## src/rtl/fsg_pkg.sv

```systemverilog
package fsg_pkg;
  typedef enum logic [2:0] {
    M_IDLE   = 3'd0,
    M_PROG   = 3'd1,
    M_WIN    = 3'd2,
    M_ERASE  = 3'd3,
    M_SUSP   = 3'd4,
    M_SPROG  = 3'd5
  } fsg_mode_e;
endpackage

```

## src/rtl/fsg_mode_ctl.sv

```systemverilog
module fsg_mode_ctl
  import fsg_pkg::*;
#(
  parameter int TMO_CYC = 16,
  localparam int TW = (TMO_CYC > 1) ? $clog2(TMO_CYC) : 1
) (
  input  logic      clk,
  input  logic      rst_n,
  input  logic      prog_start,
  input  logic      sec_erase_cmd,
  input  logic      erase_susp,
  input  logic      erase_resume,
  input  logic      op_done,
  input  logic      pulse_over,
  input  logic      reset_cmd,
  output fsg_mode_e mode,
  output logic      timeout,
  output logic      mask_add,
  output logic      mask_clr
);
  localparam logic [TW-1:0] TLOAD = TW'(TMO_CYC - 1);

  fsg_mode_e mode_q, mode_d;
  logic      tmo_q, tmo_d;
  logic [TW-1:0] cnt_q, cnt_d;

  always_comb begin
    mode_d   = mode_q;
    tmo_d    = tmo_q;
    cnt_d    = cnt_q;
    mask_add = 1'b0;
    mask_clr = 1'b0;
    if (tmo_q) begin
      if (reset_cmd) begin
        tmo_d = 1'b0;
        if (mode_q == M_SPROG) begin
          mode_d = M_SUSP;
        end else begin
          mode_d   = M_IDLE;
          mask_clr = 1'b1;
        end
      end
    end else begin
      unique case (mode_q)
        M_IDLE: begin
          if (sec_erase_cmd) begin
            mode_d   = M_WIN;
            mask_add = 1'b1;
            cnt_d    = TLOAD;
          end else if (prog_start) begin
            mode_d = M_PROG;
          end
        end
        M_PROG: begin
          if (pulse_over)   tmo_d  = 1'b1;
          else if (op_done) mode_d = M_IDLE;
        end
        M_WIN: begin
          if (sec_erase_cmd) begin
            mask_add = 1'b1;
            cnt_d    = TLOAD;
          end else if (erase_susp) begin
            mode_d = M_SUSP;
          end else if (cnt_q == '0) begin
            mode_d = M_ERASE;
          end else begin
            cnt_d = cnt_q - 1'b1;
          end
        end
        M_ERASE: begin
          if (pulse_over) begin
            tmo_d = 1'b1;
          end else if (op_done) begin
            mode_d   = M_IDLE;
            mask_clr = 1'b1;
          end else if (erase_susp) begin
            mode_d = M_SUSP;
          end
        end
        M_SUSP: begin
          if (erase_resume)    mode_d = M_ERASE;
          else if (prog_start) mode_d = M_SPROG;
        end
        M_SPROG: begin
          if (pulse_over)   tmo_d  = 1'b1;
          else if (op_done) mode_d = M_SUSP;
        end
        default: mode_d = M_IDLE;
      endcase
    end
  end

  always_ff @(posedge clk or negedge rst_n) begin
    if (!rst_n) begin
      mode_q <= M_IDLE;
      tmo_q  <= 1'b0;
      cnt_q  <= '0;
    end else begin
      mode_q <= mode_d;
      tmo_q  <= tmo_d;
      cnt_q  <= cnt_d;
    end
  end

  assign mode    = mode_q;
  assign timeout = tmo_q;


  tmo_hold_chk: assert property (@(posedge clk) disable iff (!rst_n)
    tmo_q && !reset_cmd |=> tmo_q);

  win_hold_chk: assert property (@(posedge clk) disable iff (!rst_n)
    (mode_q == M_WIN) && !sec_erase_cmd && !erase_susp && (cnt_q != '0)
      |=> (mode_q == M_WIN));

  rst_ret_chk: assert property (@(posedge clk) disable iff (!rst_n)
    tmo_q && reset_cmd && (mode_q == M_SPROG) |=> (mode_q == M_SUSP) && !tmo_q);
endmodule

```

## src/rtl/fsg_sector_mask.sv

```systemverilog
module fsg_sector_mask
  import fsg_pkg::*;
#(
  parameter int NUM_SEC = 8,
  localparam int SEC_W = (NUM_SEC > 1) ? $clog2(NUM_SEC) : 1
) (
  input  logic             clk,
  input  logic             rst_n,
  input  logic [SEC_W-1:0] sec_addr,
  input  logic             mask_add,
  input  logic             mask_clr,
  input  fsg_mode_e        mode,
  output logic             hit
);
  logic [NUM_SEC-1:0] mask_q, mask_d;

  for (genvar g = 0; g < NUM_SEC; g++) begin : g_bit
    always_comb begin
      if (mask_clr)
        mask_d[g] = 1'b0;
      else if (mask_add && (sec_addr == SEC_W'(g)))
        mask_d[g] = 1'b1;
      else
        mask_d[g] = mask_q[g];
    end
  end

  always_ff @(posedge clk or negedge rst_n) begin
    if (!rst_n) mask_q <= '0;
    else        mask_q <= mask_d;
  end

  assign hit = (int'(sec_addr) < NUM_SEC) ? mask_q[sec_addr] : 1'b0;


  idle_empty_chk: assert property (@(posedge clk) disable iff (!rst_n)
    (mode == M_IDLE) |-> (mask_q == '0));
endmodule

```

## src/rtl/fsg_toggle.sv

```systemverilog
module fsg_toggle
  import fsg_pkg::*;
(
  input  logic      clk,
  input  logic      rst_n,
  input  logic      rd_evt,
  input  logic      hit,
  input  fsg_mode_e mode,
  output logic      tgl_act,
  output logic      tgl_sec
);
  logic act_q, act_d, sec_q, sec_d;
  logic act_en, sec_en;

  always_comb begin
    act_en = rd_evt && ((mode == M_PROG) || (mode == M_WIN) ||
                        (mode == M_ERASE) || (mode == M_SPROG));
    sec_en = rd_evt && hit && ((mode == M_WIN) || (mode == M_ERASE) ||
                               (mode == M_SUSP));
    act_d  = act_en ? ~act_q : act_q;
    sec_d  = sec_en ? ~sec_q : sec_q;
  end

  always_ff @(posedge clk or negedge rst_n) begin
    if (!rst_n) begin
      act_q <= 1'b0;
      sec_q <= 1'b0;
    end else begin
      act_q <= act_d;
      sec_q <= sec_d;
    end
  end

  assign tgl_act = act_q;
  assign tgl_sec = sec_q;


  act_quiet_chk: assert property (@(posedge clk) disable iff (!rst_n)
    !rd_evt |=> $stable(act_q));

  susp_hold_chk: assert property (@(posedge clk) disable iff (!rst_n)
    (mode == M_SUSP) |=> $stable(act_q));

  unsel_hold_chk: assert property (@(posedge clk) disable iff (!rst_n)
    rd_evt && !hit |=> $stable(sec_q));

  prog_flip_chk: assert property (@(posedge clk) disable iff (!rst_n)
    rd_evt && (mode == M_PROG) |=> (act_q != $past(act_q)));
endmodule

```

## src/rtl/flash_status_gen.sv

```systemverilog
module flash_status_gen
  import fsg_pkg::*;
#(
  parameter int NUM_SEC = 8,
  parameter int TMO_CYC = 16,
  localparam int SEC_W = (NUM_SEC > 1) ? $clog2(NUM_SEC) : 1
) (
  input  logic             clk,
  input  logic             rst_n,
  input  logic [SEC_W-1:0] sec_addr,
  input  logic             rd_oe_end,
  input  logic             rd_ce_end,
  input  logic             prog_start,
  input  logic             sec_erase_cmd,
  input  logic             erase_susp,
  input  logic             erase_resume,
  input  logic             op_done,
  input  logic             pulse_over,
  input  logic             reset_cmd,
  output logic             stat_sel,
  output logic             st_tgl_act,
  output logic             st_tgl_sec,
  output logic             st_timeout,
  output logic             st_erase_go
);
  fsg_mode_e mode;
  logic      mask_add, mask_clr, hit, rd_evt;

  assign rd_evt = rd_oe_end | rd_ce_end;

  fsg_mode_ctl #(.TMO_CYC(TMO_CYC)) u_ctl (
    .clk          (clk),
    .rst_n        (rst_n),
    .prog_start   (prog_start),
    .sec_erase_cmd(sec_erase_cmd),
    .erase_susp   (erase_susp),
    .erase_resume (erase_resume),
    .op_done      (op_done),
    .pulse_over   (pulse_over),
    .reset_cmd    (reset_cmd),
    .mode         (mode),
    .timeout      (st_timeout),
    .mask_add     (mask_add),
    .mask_clr     (mask_clr)
  );

  fsg_sector_mask #(.NUM_SEC(NUM_SEC)) u_mask (
    .clk     (clk),
    .rst_n   (rst_n),
    .sec_addr(sec_addr),
    .mask_add(mask_add),
    .mask_clr(mask_clr),
    .mode    (mode),
    .hit     (hit)
  );

  fsg_toggle u_tgl (
    .clk    (clk),
    .rst_n  (rst_n),
    .rd_evt (rd_evt),
    .hit    (hit),
    .mode   (mode),
    .tgl_act(st_tgl_act),
    .tgl_sec(st_tgl_sec)
  );

  assign stat_sel    = (mode != M_IDLE);
  assign st_erase_go = (mode == M_ERASE) || (mode == M_SUSP);


  go_entry_chk: assert property (@(posedge clk) disable iff (!rst_n)
    sec_erase_cmd && !st_timeout && !st_erase_go |=> !st_erase_go);
endmodule

```

## config.mk

```make
export PLATFORM = sky130hd
export DESIGN_NAME = flash_status_gen
export DESIGN_NICKNAME = d
export VERILOG_FILES = /design/src/rtl/fsg_pkg.sv /design/src/rtl/fsg_mode_ctl.sv /design/src/rtl/fsg_sector_mask.sv /design/src/rtl/fsg_toggle.sv /design/src/rtl/flash_status_gen.sv
export SDC_FILE = /design/constraint.sdc
export NUM_CORES = 1
export LEC_CHECK = 0
export BUFFER_PORTS_ARGS = -buffer_cell sky130_fd_sc_hd__buf_2
export CORE_MARGIN = 8
export CORE_UTILIZATION = 57
export DETAILED_ROUTE_END_ITERATION = 7
export GPL_ROUTABILITY_DRIVEN = 0
export GPL_TIMING_DRIVEN = 0
export HOLD_SLACK_MARGIN = 0.12
export PLACE_DENSITY = 0.92
export SLEW_MARGIN = 20
export SYNTH_ARGS = -nofsm -noshare
export SYNTH_HDL_FRONTEND = slang
export SYNTH_HIERARCHICAL = 1
export SYNTH_SLANG_ARGS = --single-unit
```

## constraint.sdc

```tcl
create_clock -name clk -period 4.61 [get_ports clk]
set_input_delay 0.2305 -clock clk [delete_from_list [all_inputs] [get_ports clk]]
set_output_delay 0.2305 -clock clk [all_outputs]
set_load 0.1 [all_outputs]
```

# [Word-level counts from Yosys, hierarchy flattened]
# Index checks and enable logic that the tools add are counted.
[op_classes] n_addsub=1 mul=0 n_div=0 order_cmp=1 eq_ne=26 shifts=0 mux=54 bitwise_logic=4 reduce_logical=34
[ops] cell="3-bit two-way mux" count=17
[ops] cell="1-bit two-way mux" count=30
[ops] cell="3-bit equality test, second input constant" count=6
[ops] cell="3-bit by 2-bit != test with 1-bit output, second input constant" count=6
[ops] cell="3-bit case mux with 6 select lines" count=1
[ops] cell="2-bit nonzero test" count=9
[ops] cell="4-bit two-way mux" count=4
[ops] cell="3-bit by 2-bit equality test with 1-bit output, second input constant" count=4
[ops] cell="4-bit by 3-bit != test with 1-bit output, second input constant" count=3
[ops] cell="1-bit logical AND" count=11
[ops] cell="11-bit AND reduction" count=1
[ops] cell="4-bit case mux with 2 select lines" count=1
[ops] cell="3-bit by 1-bit equality test with 1-bit output, second input constant" count=2
[ops] cell="3-bit zero test" count=2
[ops] cell="1-bit logical OR" count=6
[ops] cell="3-bit != test, second input constant" count=2
[ops] cell="5-bit AND reduction" count=1
[ops] cell="4-bit zero test" count=1
[ops] cell="3-bit by 4-bit < comparator with 1-bit output, second input constant" count=1
[ops] cell="2-bit != test, second input constant" count=2
[ops] cell="4-bit by 2-bit != test with 1-bit output, second input constant" count=1
[ops] cell="4-bit by 1-bit subtractor with 4-bit output, second input constant" count=1
[ops] cell="1-bit binary-select mux with 3-bit select" count=1
[ops] cell="1-bit inverter" count=3
[ops] cell="4 further kinds" count=4
[totals] ff_bits=18 latchBits=0 ram_bits=0 mem_bits_ro=0 input_bits=14 output_inout_bits=5 word_cells=133 mem_count=0

# [Logic depth before layout (Yosys ltp)]
[depth] ltp_word=7 mapped_depth=7 depth_no_buf=7

# [Cells and area by module]
# Netlist, hierarchy kept.
[modules_own_cells] mod="fsg_mode_ctl" instances=1 cells_per_inst=72 area_per_inst_um2=603.1 seq_area_each_um2=200.2
[modules_own_cells] mod="fsg_sector_mask" instances=1 cells_per_inst=37 area_per_inst_um2=426.7 seq_area_each_um2=200.2
[modules_own_cells] mod="fsg_toggle" instances=1 cells_per_inst=9 area_per_inst_um2=112.6 seq_area_each_um2=50.0
[modules_own_cells] mod="flash_status_gen" instances=1 cells_per_inst=5 area_per_inst_um2=30.0 seq_area_each_um2=0.0

# [Worst setup path before layout]
# Ideal clock, no wire load.
[synth_timing] path_type="reg-to-output" start="register u_ctl.mode_q[0] (netlist: u_ctl/mode[0])" end="output port st_erase_go" t_arrival_ns=2.664 t_required_ns=4.379 slack_ns=1.716 path_stages_with_launch=3 path_buffers=0 path_cell_list="dfrtp_1 -> nand2_1 -> o21ai_0"
[synth_between] elab_chain_len=2 word_cells_on_any_way=3 cone_classes="eq/ne (2); reduce/logical (1)"
[synth_rtl] element="start, declared" line_no="fsg_mode_ctl.sv:23" rtl="fsg_mode_e mode_q, mode_d;"
[synth_rtl] element="start signal, assigned" line_no="fsg_mode_ctl.sv:99" rtl="mode_q <= mode_d;"
[synth_rtl] element="3-bit by 2-bit equality test with 1-bit output / 3-bit equality test (equally long branches)" line_no="flash_status_gen.sv:68" rtl="assign st_erase_go = (mode == M_ERASE) || (mode == M_SUSP);"
[synth_rtl] element="1-bit logical OR *" line_no="flash_status_gen.sv:68"
[synth_rtl] element="end, declared" line_no="flash_status_gen.sv:24" rtl="output logic st_erase_go"
# Every way passes the cells marked *; elsewhere a longest branch is shown, timed or not.

# [Worst setup path after layout]
[layout_timing] start="register u_ctl.mode_q[2] (netlist: u_ctl/mode[2])" end="register u_mask.mask_q[0]"
[layout_between] elab_chain_len=6 word_cells_on_any_way=14 cone_classes="eq/ne (3); mux (7); reduce/logical (4)"
[layout_rtl] element="3-bit by 2-bit equality test with 1-bit output / 3-bit zero test (equally long branches)" line_no="fsg_mode_ctl.sv:44" rtl="unique case (mode_q)"
[layout_rtl] element="2-bit OR reduction (no line) *"
[layout_rtl] element="1-bit two-way mux *"
[layout_rtl] element="1-bit two-way mux *" line_no="fsg_mode_ctl.sv:33" rtl="if (tmo_q) begin"
[layout_rtl] element="named net mask_add" line_no="flash_status_gen.sv:27" rtl="logic mask_add, mask_clr, hit, rd_evt;"
[layout_rtl] element="1-bit logical AND *" line_no="fsg_sector_mask.sv:21" rtl="else if (mask_add && (sec_addr == SEC_W'(g)))"
[layout_rtl] element="2-bit nonzero test (no line) *"
[layout_rtl] element="end signal, assigned" line_no="fsg_sector_mask.sv:30" rtl="else mask_q <= mask_d;"
[layout_rtl] element="end, declared" line_no="fsg_sector_mask.sv:15" rtl="logic [NUM_SEC-1:0] mask_q, mask_d;"
# The timed path passes the listed nets; every way through them passes the cells marked *.
# A chain may end at the register's enable or synchronous reset.

==> flow_metrics.env <==
export IMPL_outcome="finished, final reports clean"
export IMPL_swShare_pct=53.3
export IMPL_crit_chain="buf_4, nand2b_1, nor3_1, or4b_1, a21oi_1"
export IMPL_synth_edff_count=0
export IMPL_design_core_area_mm2=0.00194
export IMPL_internal_power_w=0.000404
export IMPL_dr_first_iter_drc_count=32
export IMPL_cp_end_kind="flip-flop"
export IMPL_p_clk_share_pct=8.7
export IMPL_p_leak_nw=0.582
export IMPL_synth_cell_type_count=46
export IMPL_rrSetupSlack_ns=2.26
export IMPL_yosys_warnings=6
export IMPL_initial_core_util_pct=60.4
export IMPL_die_y_um=61.4
export IMPL_cts_buffers=3
export IMPL_cp_required_ns=4.83
export IMPL_finalCritPeriodShare_pct=51.1
export IMPL_cts_sink_count=18
export IMPL_ys_seq_area_share_pct=38.4
export IMPL_fillers=151
export IMPL_arrival_ns=2.58
export IMPL_ys_ff_latch=18
export IMPL_critPathLaunchType="flip-flop"
export IMPL_cts_root_buffer="clkbuf_4"
export IMPL_place_hpwl_um=1910
export IMPL_antenna_found_initial=0
export IMPL_worstSetupPathType="reg2reg"
export IMPL_drive_above_1_share_pct=25.2
export IMPL_synth_cells=123
export IMPL_rows=16
export IMPL_grt_ovfl_total=0
export IMPL_maxSlewViolCount=0
export IMPL_slowest_stage="nor3_1"
export IMPL_fmax_ghz=0.425
export IMPL_grt_pass1_wl_um=4270
export IMPL_nNetsFinal=160
export IMPL_io_pins=19
export IMPL_hp_class="in2reg"
export IMPL_wl_um=2570
export IMPL_portBuffers=16
export IMPL_ys_flop_type="dfrtp_1"
export IMPL_clk_path_buf_depth=2
export IMPL_post_synth_cell_area_avg_um2=9.53
export IMPL_cp_buffers_inverters=1
export IMPL_maxCapViolCount=0
export IMPL_antenna_left=0
export IMPL_netSwitchingPower_w=0.000462
export IMPL_postCtsSetupBuffers=0
export IMPL_min_period_ns=2.35
export IMPL_power_frac_comb_pct=61.2
export IMPL_vias=984
export IMPL_clock_latency_ns=0.29
export IMPL_path_clk_slew_ns=0.10
export IMPL_grt_pass1_vias=950
export IMPL_synth_async_reset_ratio_pct=100
export IMPL_dieArea_mm2=0.00376
export IMPL_grtUsageTotal_pct=15.0
export IMPL_diodes=0
export IMPL_power_density_mw_per_mm2=657
export IMPL_tns_ns=0
export IMPL_setup_viol=0
export IMPL_fin_skew_ns=0.0107
export IMPL_peakVddDrop_v=0.000513
export IMPL_die_w_um=61.4
export IMPL_drtPass1Iterations=4
export IMPL_hold_violations=0
export IMPL_grt_max_degree=19
export IMPL_htreeDepth=1
export IMPL_total_power_w=0.000866
export IMPL_slowest_delay_ns=0.78
export IMPL_slew_headroom_pct=32.3
export IMPL_drc=0
export IMPL_power_frac_seq_pct=30.1
export IMPL_synth_area_mm2=0.00117
export IMPL_worst_pin_slew_ns=1.01
export IMPL_syn_nets=138
export IMPL_rsz0062_at_grt="no"
export IMPL_tritoncts="done"
export IMPL_viasPerCell=5.79
export IMPL_avgRoutedWirePerCell_um=15.1
export IMPL_path_max_fanout=10
export IMPL_critPathTopFamily="simple AND/OR/NAND/NOR gates"
export IMPL_area_growth_pct=12.5
==> final timing paths <==
path / startpoint / endpoint / cells after the start
max: u_ctl/mode[2]$_DFFE_PN0P_ / u_mask/mask_q[0]$_DFFE_PN0P_ / 5
min: sec_addr[0] / u_mask/mask_q[3]$_DFFE_PN0P_ / 3
max reg2reg: u_ctl/mode[2]$_DFFE_PN0P_ / u_mask/mask_q[0]$_DFFE_PN0P_ / 5
min reg2reg: u_tgl/tgl_sec$_DFFE_PN0P_ / u_tgl/tgl_sec$_DFFE_PN0P_ / 1
max in group asynchronous: rst_n / u_mask/mask_q[6]$_DFFE_PN0P_ / 2
min in group asynchronous: rst_n / u_ctl/mode[2]$_DFFE_PN0P_ / 2
==> power by group through the flow <==
stage	sequential, W	combinational [W]	clock, W
after floorplan	0.000345	0.000345	0
after global routing	0.000270	0.000567	0.0000857
final	0.000261	0.000530	0.0000754
after global placement	0.000261	0.000504	0
after detailed placement	0.000263	0.000524	0
after CTS	0.000260	0.000528	0.0000773
==> logic make-up (layout without fill, tap and decap cells) <==
kind of cell	after synthesis	count (layout)	synth area share [%]
xor+xnor	2	2	1.49
flops	18	18	38.4
simple gates	48	48	27.9
compound gates	31	31	16.9
mux	4	4	6.30
fa+ha+maj	1	1	1.07
buf+inv	19	39	8.00
==> metrics by stage <==
stage                     hold WS, ns  util [%]  setup WS, ns  instances  area (µm²)
after CTS                       0.233      67.9          2.25        170        1320
final                           0.233      67.9          2.26        170        1320
after global placement          0.171      66.2          2.39        166        1290
after global routing            0.245      67.9          2.07        170        1320
after floorplan               -0.0651         -          1.72        123        1170
after detailed placement        0.178      66.2          2.28        166        1290
==> final cells by class <==
class / instances / area [µm²] / share of cell area, %
inverter: 12 / 45.0 / 3.42
buffer: 7 / 48.8 / 3.70
sequential: 18 / 450 / 34.2
timing repair buffer: 17 / 90.1 / 6.83
multi-input combinational: 86 / 628 / 47.6
clock buffer: 3 / 22.5 / 1.71
tap: 27 / 33.8 / 2.56
==> placed cells by master, fill, tap and decap left out, drive strengths merged, types with 3 or more instances in the layout <==
cell type	synthesis	routed
nand4bb	3	3
nand2	10	10
a21oi	13	13
o211ai	3	3
nand4b	4	4
nor2	9	9
buf	6	22
dfrtp	18	18
inv	12	12
nor4	3	3
nor2b	4	4
clkbuf	1	4
o21ai	7	7
==> what timing repair did <==
action | 4_1_cts | 5_1_grt
hold buffers | 1 | 0
resized for setup | 0 | 0
hold endpoints to repair | 18 | 0
==> Yosys cell counts, types with 2 or more instances <==
cell       count  area share (%)
nor4_1         2             1.1
nor2_1         9             2.9
nor2b_1        3             1.6
nand4b_1       3             2.2
dfrtp_1       18              38
nand2_1       10             3.2
nand4bb_1      3             2.9
a21oi_1       12             5.1
o21ai_1        5             2.1
nand2b_1       2             1.1
o21ai_0        2            0.85
buf_4          4             2.6
xnor2_1        2             1.5
nor3_1         2            0.85
mux4_1         2             4.5
inv_1         12             3.8
a31oi_1        2             1.1
o211ai_2       2             2.1
==> flip-flops by register name (all words and copies together), names as in the netlist <==
signal	count
u_ctl/cnt_q	4
u_ctl/mode	3
u_ctl/timeout	1
u_tgl/tgl_sec	1
u_mask/mask_q	8
u_tgl/tgl_act	1
==> layer usage <==
layer  GRT usage (%)  part of all wire [%]  up-vias
met5               0                     0        -
met4            6.49                   3.9        0
met3            4.18                   6.0       10
met2            25.2                    51       43
met1            17.4                    39      448
li1                -                     -      483
==> worst min-delay path, stage by stage <==
cell	delay [ns]
buf_6	0.12
nand4b_1	0.09
a21oi_1	0.06
(Power assumes the default switching activity.)
